$ cat src/rtl/adc_seq_pkg.sv
package adc_seq_pkg;

   typedef enum logic [2:0] {
      ST_IDLE    = 3'd0,
      ST_WAKE    = 3'd1,
      ST_START   = 3'd2,
      ST_WAIT_HI = 3'd3,
      ST_WAIT_LO = 3'd4,
      ST_READ    = 3'd5,
      ST_GUARD   = 3'd6
   } seq_state_t;

   function automatic int max2(input int a, input int b);
      return (a > b) ? a : b;
   endfunction

endpackage

$ cat src/rtl/adc_cycle_timer.sv
module adc_cycle_timer #(
   parameter int CNT_W = 8
) (
   input  logic             clk,
   input  logic             rst_n,
   input  logic             clear,
   output logic [CNT_W-1:0] count
);

   localparam logic [CNT_W-1:0] CNT_TOP = '1;

   always_ff @(posedge clk) begin
      if (!rst_n || clear) begin
         count <= '0;
      end else if (count != CNT_TOP) begin
         count <= count + 1'b1;
      end
   end

endmodule

$ cat src/rtl/adc_sclk_gen.sv
module adc_sclk_gen #(
   parameter int HALF_CYC = 5,
   parameter int NPULSE   = 16
) (
   input  logic clk,
   input  logic rst_n,
   input  logic run,
   output logic sclk,
   output logic fall_tick,
   output logic last_fall
);

   localparam int PC_W = $clog2(NPULSE + 1);

   logic            tick;
   logic [PC_W-1:0] pcnt;

   generate
      if (HALF_CYC == 1) begin : g_div_none
         assign tick = 1'b1;
      end else begin : g_div_count
         localparam int DIV_W = $clog2(HALF_CYC);
         localparam logic [DIV_W-1:0] DIV_END = DIV_W'(HALF_CYC - 1);
         logic [DIV_W-1:0] div;
         always_ff @(posedge clk) begin
            if (!rst_n || !run) begin
               div <= '0;
            end else if (div == DIV_END) begin
               div <= '0;
            end else begin
               div <= div + 1'b1;
            end
         end
         assign tick = (div == DIV_END);
      end
   endgenerate

   assign fall_tick = run && tick && sclk;
   assign last_fall = fall_tick && (pcnt == PC_W'(NPULSE - 1));

   always_ff @(posedge clk) begin
      if (!rst_n || !run) begin
         sclk <= 1'b0;
         pcnt <= '0;
      end else if (tick) begin
         sclk <= ~sclk;
         if (sclk) begin
            pcnt <= pcnt + 1'b1;
         end
      end
   end

   // never more pulses than one frame holds
   a_r5_pulse_bound: assert property (@(posedge clk) disable iff (!rst_n)
      fall_tick |-> (pcnt < PC_W'(NPULSE)));

endmodule

$ cat src/rtl/adc_rx_shift.sv
module adc_rx_shift #(
   parameter int DATA_W = 12,
   parameter int LEAD_W = 4
) (
   input  logic              clk,
   input  logic              rst_n,
   input  logic              sample,
   input  logic              frame_end,
   input  logic              sdata,
   output logic [DATA_W-1:0] result,
   output logic              result_valid,
   output logic              frame_err
);

   localparam int FRAME_BITS = DATA_W + LEAD_W;

   logic [FRAME_BITS-1:0] shreg;
   logic [FRAME_BITS-1:0] word_now;

   assign word_now = {shreg[FRAME_BITS-2:0], sdata};

   always_ff @(posedge clk) begin
      if (!rst_n) begin
         shreg        <= '0;
         result       <= '0;
         result_valid <= 1'b0;
         frame_err    <= 1'b0;
      end else begin
         result_valid <= sample && frame_end;
         if (sample) begin
            shreg <= word_now;
         end
         if (sample && frame_end) begin
            result    <= word_now[DATA_W-1:0];
            frame_err <= |word_now[FRAME_BITS-1:DATA_W];
         end
      end
   end

   // the strobe lasts one cycle
   a_r6_valid_pulse: assert property (@(posedge clk) disable iff (!rst_n)
      result_valid |=> !result_valid);

   // result changes only together with the strobe
   a_r6_result_hold: assert property (@(posedge clk) disable iff (!rst_n)
      !result_valid |-> $stable(result));

endmodule

$ cat src/rtl/adc_seq_ctrl.sv
module adc_seq_ctrl
   import adc_seq_pkg::*;
#(
   parameter int DATA_W      = 12,
   parameter int LEAD_W      = 4,
   parameter bit LOW_POWER   = 1'b0,
   parameter int SYNC_STAGES = 2,
   parameter int PULSE_CYC   = 4,
   parameter int SCLK_HALF   = 5,
   parameter int GUARD_CYC   = 38,
   parameter int WAKE_CYC    = 750,
   parameter int TIMEOUT_CYC = 2000
) (
   input  logic              clk,
   input  logic              rst_n,
   input  logic              start_req,
   input  logic              adc_busy,
   input  logic              adc_sdata,
   output logic              adc_conv_n,
   output logic              adc_sclk,
   output logic [DATA_W-1:0] result,
   output logic              result_valid,
   output logic              frame_err,
   output logic              timeout_err
);

   localparam int FRAME_BITS = DATA_W + LEAD_W;
   localparam int CNT_MAX    = max2(max2(PULSE_CYC, GUARD_CYC), max2(WAKE_CYC, TIMEOUT_CYC));
   localparam int CNT_W      = $clog2(CNT_MAX + 1);
   localparam logic [CNT_W-1:0] PULSE_END = CNT_W'(PULSE_CYC - 1);
   localparam logic [CNT_W-1:0] GUARD_END = CNT_W'(GUARD_CYC - 1);
   localparam logic [CNT_W-1:0] WAKE_END  = CNT_W'(WAKE_CYC - 1);
   localparam logic [CNT_W-1:0] TOUT_END  = CNT_W'(TIMEOUT_CYC - 1);
   localparam seq_state_t LAUNCH_ST  = LOW_POWER ? ST_WAKE : ST_START;
   localparam logic       CONV_IDLE  = LOW_POWER ? 1'b0 : 1'b1;

   initial begin : p_param_check
      if (DATA_W < 2)        $fatal(1, "DATA_W must be at least 2");
      if (LEAD_W < 1)        $fatal(1, "LEAD_W must be at least 1");
      if (SYNC_STAGES < 0)   $fatal(1, "SYNC_STAGES must not be negative");
      if (PULSE_CYC < 1)     $fatal(1, "PULSE_CYC must be at least 1");
      if (SCLK_HALF < 1)     $fatal(1, "SCLK_HALF must be at least 1");
      if (GUARD_CYC < 1)     $fatal(1, "GUARD_CYC must be at least 1");
      if (WAKE_CYC < 1)      $fatal(1, "WAKE_CYC must be at least 1");
      if (TIMEOUT_CYC < 2)   $fatal(1, "TIMEOUT_CYC must be at least 2");
   end

   seq_state_t       state_q, state_d;
   logic             pend_q, pend_d;
   logic             tout_d;
   logic             busy_s;
   logic             timer_clr;
   logic [CNT_W-1:0] tcnt;
   logic             sclk_run;
   logic             fall_tick;
   logic             last_fall;
   logic             conv_d;

   // busy flag synchronizer, depth chosen by parameter
   generate
      if (SYNC_STAGES == 0) begin : g_sync_none
         assign busy_s = adc_busy;
      end else if (SYNC_STAGES == 1) begin : g_sync_one
         logic busy_r;
         always_ff @(posedge clk) begin
            if (!rst_n) busy_r <= 1'b0;
            else        busy_r <= adc_busy;
         end
         assign busy_s = busy_r;
      end else begin : g_sync_chain
         logic [SYNC_STAGES-1:0] chain;
         always_ff @(posedge clk) begin
            if (!rst_n) chain <= '0;
            else        chain <= {chain[SYNC_STAGES-2:0], adc_busy};
         end
         assign busy_s = chain[SYNC_STAGES-1];
      end
   endgenerate

   // sequencer
   always_comb begin
      state_d = state_q;
      pend_d  = pend_q || (start_req && (state_q != ST_IDLE));
      tout_d  = 1'b0;
      unique case (state_q)
         ST_IDLE: begin
            if (start_req) begin
               state_d = LAUNCH_ST;
               pend_d  = 1'b0;
            end
         end
         ST_WAKE: begin
            if (tcnt == WAKE_END) state_d = ST_WAIT_HI;
         end
         ST_START: begin
            if (tcnt == PULSE_END) state_d = ST_WAIT_HI;
         end
         ST_WAIT_HI: begin
            if (busy_s) begin
               state_d = ST_WAIT_LO;
            end else if (tcnt == TOUT_END) begin
               state_d = ST_IDLE;
               tout_d  = 1'b1;
               pend_d  = 1'b0;
            end
         end
         ST_WAIT_LO: begin
            if (!busy_s) begin
               state_d = ST_READ;
            end else if (tcnt == TOUT_END) begin
               state_d = ST_IDLE;
               tout_d  = 1'b1;
               pend_d  = 1'b0;
            end
         end
         ST_READ: begin
            if (last_fall) state_d = ST_GUARD;
         end
         ST_GUARD: begin
            if (tcnt == GUARD_END) begin
               if (pend_d) begin
                  state_d = LAUNCH_ST;
                  pend_d  = 1'b0;
               end else begin
                  state_d = ST_IDLE;
               end
            end
         end
         default: begin
            state_d = ST_IDLE;
            pend_d  = 1'b0;
         end
      endcase
   end

   // the timeout window spans both wait states
   assign timer_clr = (state_d != state_q) &&
                      !((state_q == ST_WAIT_HI) && (state_d == ST_WAIT_LO));

   // start line level per variant
   generate
      if (LOW_POWER) begin : g_conv_sleep
         assign conv_d = (state_d == ST_WAKE);
      end else begin : g_conv_pulse
         assign conv_d = (state_d != ST_START);
      end
   endgenerate

   always_ff @(posedge clk) begin
      if (!rst_n) begin
         state_q     <= ST_IDLE;
         pend_q      <= 1'b0;
         timeout_err <= 1'b0;
         adc_conv_n  <= CONV_IDLE;
      end else begin
         state_q     <= state_d;
         pend_q      <= pend_d;
         timeout_err <= tout_d;
         adc_conv_n  <= conv_d;
      end
   end

   assign sclk_run = (state_q == ST_READ);

   adc_cycle_timer #(
      .CNT_W (CNT_W)
   ) u_timer (
      .clk   (clk),
      .rst_n (rst_n),
      .clear (timer_clr),
      .count (tcnt)
   );

   adc_sclk_gen #(
      .HALF_CYC (SCLK_HALF),
      .NPULSE   (FRAME_BITS)
   ) u_sclk (
      .clk       (clk),
      .rst_n     (rst_n),
      .run       (sclk_run),
      .sclk      (adc_sclk),
      .fall_tick (fall_tick),
      .last_fall (last_fall)
   );

   adc_rx_shift #(
      .DATA_W (DATA_W),
      .LEAD_W (LEAD_W)
   ) u_rx (
      .clk          (clk),
      .rst_n        (rst_n),
      .sample       (fall_tick),
      .frame_end    (last_fall),
      .sdata        (adc_sdata),
      .result       (result),
      .result_valid (result_valid),
      .frame_err    (frame_err)
   );

   // checker: cycles since the last serial clock fall
   logic [CNT_W-1:0] gap_cnt;
   always_ff @(posedge clk) begin
      if (!rst_n) begin
         gap_cnt <= '1;
      end else if (fall_tick) begin
         gap_cnt <= '0;
      end else if (gap_cnt != '1) begin
         gap_cnt <= gap_cnt + 1'b1;
      end
   end

   // start edge respects the guard interval
   a_r8_guard_gap: assert property (@(posedge clk) disable iff (!rst_n)
      $fell(adc_conv_n) |-> ($past(gap_cnt) >= GUARD_END));

   // clock low at the start edge
   a_r4_low_at_edge: assert property (@(posedge clk) disable iff (!rst_n)
      $fell(adc_conv_n) |-> !adc_sclk);

   // clock low while the converter is busy
   a_r4_low_in_busy: assert property (@(posedge clk) disable iff (!rst_n)
      busy_s |-> !adc_sclk);

   // clock idles low outside a read
   a_r5_idle_low: assert property (@(posedge clk) disable iff (!rst_n)
      (state_q != ST_READ) |-> !adc_sclk);

   // an abort yields no result and restores the idle level
   a_r10_abort: assert property (@(posedge clk) disable iff (!rst_n)
      timeout_err |-> (!result_valid && (adc_conv_n == CONV_IDLE)));

   generate
      if (LOW_POWER) begin : g_sleep_chk
         // start line held low while converting
         a_r3_low_busy: assert property (@(posedge clk) disable iff (!rst_n)
            busy_s |-> !adc_conv_n);
      end
   endgenerate

endmodule

$ cat config.mk
export PLATFORM = sky130hd
export DESIGN_NAME = adc_seq_ctrl
export DESIGN_NICKNAME = d
export VERILOG_FILES = /design/src/rtl/adc_seq_pkg.sv /design/src/rtl/adc_cycle_timer.sv /design/src/rtl/adc_sclk_gen.sv /design/src/rtl/adc_rx_shift.sv /design/src/rtl/adc_seq_ctrl.sv
export SDC_FILE = /design/constraint.sdc
export NUM_CORES = 1
export LEC_CHECK = 0
export ABC_CLOCK_PERIOD_IN_PS = 2100
export BUFFER_PORTS_ARGS = -buffer_cell sky130_fd_sc_hd__buf_2
export CAP_MARGIN = 20
export CELL_PAD_IN_SITES_DETAIL_PLACEMENT = 1
export CELL_PAD_IN_SITES_GLOBAL_PLACEMENT = 2
export CORE_ASPECT_RATIO = 1.2
export CORE_MARGIN = 2
export CORE_UTILIZATION = 34
export CTS_BUF_LIST = sky130_fd_sc_hd__clkbuf_8
export DETAILED_ROUTE_END_ITERATION = 8
export PLACE_DENSITY = 0.82
export SLEW_MARGIN = 20
export SYNTH_ARGS = -nofsm -noshare
export SYNTH_HDL_FRONTEND = slang
export SYNTH_SLANG_ARGS = --single-unit
$ cat constraint.sdc
create_clock -name clk -period 2.1 [get_ports clk]
set_input_delay 0.315 -clock clk [delete_from_list [all_inputs] [get_ports clk]]
set_output_delay 0.315 -clock clk [all_outputs]
set_load 0.1 [all_outputs]
==> summary.txt <==
Outcome
  – Status: finished with violations
  – Failing checks: setup timing

CTS
  – Cts bufs inserted: 9
  – H-tree depth: 3
  – Clock Latency Late Sink: 0.33 ns
  – # hold bufs at CTS: 0
  – Maximum buffer depth of the clock tree: 2
  – Root buffer cell: clkbuf_8
  – CTS tree: done
  – CTS Sinks: 57
  – Reg clk slew, reported paths: 0.07 ns

Placed design
  – Port Buffers: 21
  – DP Area: 0.00305 mm²
  – Place WS: -0.0222 ns
  – Post-DP HPWL: 4990 µm
  – Final GP Congestion: 0.840

Pwr
  – Pleak: 1.29 nW
  – Sw Share: 25.0%
  – Combinational power share: 7.5%
  – Net switching power figure: 0.583 mW
  – PwrDens: 687 mW/mm²
  – Internal power: 1.75 mW
  – VDD IR max: 396 µV
  – Clk pwr share: 45.3%
  – Reg power frac: 47.3%

Setup path
  – Reg-to-reg critical path startpoint: u_timer.count[0]
  – R2R depth: 9
  – Crit-path max FO: 4
  – WP data required: 2.33 ns
  – Startpoint types: flop
  – Worst EP arrival: 2.35 ns
  – Setup Crit Path Kind: flop to flop
  – Crit. End Element: flop
  – RR Endpoint: u_timer.count[6]
  – Setup slack, reg-to-reg: -0.02 ns

Routing
  – DR vias: 2,451
  – DRT Pass-1 Iters: 4
  – WL per Instance: 15.5 µm
  – Routed wire length: 7090 µm
  – 1st-iter DRT viols: 73
  – Antenna-violating nets left: 0
  – Via density per instance: 5.35
  – DRC: 0

Yosys
  – Number of synthesized flops with an enable pin: 0
  – Ranking of synthesized cells by area: dfxtp_1 (43%), nand2_1 (9.8%), a21boi_0 (7.6%)
  – #FFs+latches synth: 57
  – Area share of the largest cell type after synthesis: 42.7%
  – Most frequent cell after synthesis: nand2_1
  – Avg Cell Area, Syn: 8.54 µm²
  – Cells after Synth: 313
  – Largest area contributor in the netlist: dfxtp_1
  – Post-synth ARST share: 0%
  – Synthesized net count: 324
  – Post-synth top cells: nand2_1 (70), dfxtp_1 (57), a21boi_0 (27)
  – Post-synthesis sequential area ratio: 42.7%
  – Top FF cell, synth: dfxtp_1
  – Synth Warn #: 0
  – Mapped cell area: 0.00267 mm²
  – Yosys cell types: 50

Timing
  – Final hold viol count: 0
  – Clock skew: 0.00791 ns
  – FMAX: 472 MHz
  – Max-slew headroom: 63.4%
  – Crit share post-route: 101%
  – Min cycle time layout: 2.12 ns
  – Endpoints failing setup: 2
  – RSZ-0062 raised after global routing: true
  – Setup ws final: -0.0200 ns
  – Worst-margin pin slew: 0.549 ns
  – Setup TNS: -0.0208 ns
  – Fin. max-slew vios: 0

Die
  – Die footprint: 0.00859 mm²
  – Starting Density: 34.9%
  – Chip Height: 101 µm
  – Core Footprint: 0.00766 mm²
  – Die Width: 85.0 µm
  – # rows: 35
  – IO Pins: 22

Job
  – Max-cap violations: 0

Global route
  – Vias in the first global route: 2,458
  – GR Util All Layers: 17.2%
  – First-pass GRT wire length: 11,800 µm
  – Initial antenna violation count: 0
  – Largest net degree at the start of global routing: 35
  – Grt ovf: 0

Worst hold path
  – Hold path depth: 2
  – Worst min-delay path category: input port to flop
  – Hold EP: g_sync_chain.chain[0]
  – Hold path start: adc_busy

Final layout
  – Diodes inserted: 0
  – Area growth syn-to-layout: 27.0%
  – Final instance area: 0.00340 mm²
  – Final #Nets: 372
  – Share of layout cells above drive strength 1: 27.3%
-- cell usage in the layout (no fill, tap or decap), drive strengths merged, types with 4 or more instances in the layout --
master,count
nand2,70
dfxtp,57
buf,57
a21boi,27
nor2,12
inv,11
nor3,11
a21oi,10
clkbuf,10
and3,9
nand3,8
a31oi,7
nor4,7
a211oi,6
ha,6
o21ai,5
and2,4
nor2b,4
xor2,4
xnor2,4
-- metrics by stage --
step	util [%]	cells	total power [mW]	hold slack (ns)
CTS	43.4	458	2.34	0.192
floorplan	-	313	1.22	0.412
global placement	39.8	439	1.27	0.424
finish	44.3	458	2.33	0.206
detailed placement	39.8	439	1.27	0.431
global route	44.3	458	2.43	0.209
-- layer usage --
metal | track usage, % | part of all wire (%)
met4 | 8.79 | 1.5
met1 | 20.3 | 44
met3 | 2.20 | 2.3
met5 | 0 | 0
met2 | 30.4 | 52
-- cell families (layout without fill, tap and decap cells) --
kind of cell	after synthesis	after routing	share of synthesized area (%)
compound gates	66	66	18.1
mux	2	2	0.749
flops	57	57	42.7
simple gates	144	144	28.1
xor+xnor	8	8	2.62
buf+inv	30	83	5.01
fa+ha+maj	6	6	2.81
-- power by group through the flow --
stage,registers [mW],clock network (mW),logic (mW)
finish,1.10,1.06,0.174
global route,1.10,1.14,0.189
CTS,1.10,1.08,0.165
detailed placement,1.12,0,0.150
global placement,1.12,0,0.147
floorplan,1.14,0,0.0843
-- critical path, stage by stage (launching register included) --
cell and delay (ns):
dfxtp_4 0.36, buf_4 0.15, ha_1 0.21, and4b_2 0.24, and3_1 0.19, o21ai_1 0.14, a31oi_1 0.12, buf_4 0.17
buf_4 0.15, nor4_2 0.29
-- worst max-delay path by stage --
stage	from	endpoint	slack [ns]
floorplan	u_sclk.pcnt[0]	u_timer.count[6]	0.04
global placement	u_sclk.pcnt[1]	adc_conv_n	0.03
detailed placement	u_timer.count[1]	u_timer.count[6]	-0.02
CTS	u_sclk.pcnt[0]	u_timer.count[1]	0.003
global route	u_timer.count[0]	u_timer.count[6]	-0.09
finish	u_timer.count[0]	u_timer.count[6]	-0.02
-- area by class of cell --
class	instances	area, µm²
inverters	10	37.5
repair buffers	57	408
clock inverters	6	66.3
flip-flops and latches	57	1150
fillers	918	4270
well taps	92	115
multi-input cells	226	1480
clock buffers	10	138
-- timing repair --
item                       CTS  global route
buffers inserted             3             0
pin swaps                    0             8
setup endpoints to repair    8            25
resized for setup            5            16
-- flip-flops by register name, summed over array words and instances, names as in the netlist --
register,cells
u_sclk.sclk,1
u_sclk.g_div_count.div,3
u_timer.count,11
timeout_err,1
u_rx.shreg,15
adc_conv_n,1
u_rx.frame_err,1
g_sync_chain.chain,2
state_q,3
pend_q,1
u_sclk.pcnt,5
u_rx.result_valid,1
u_rx.result,12
(Power assumes the default switching activity.)
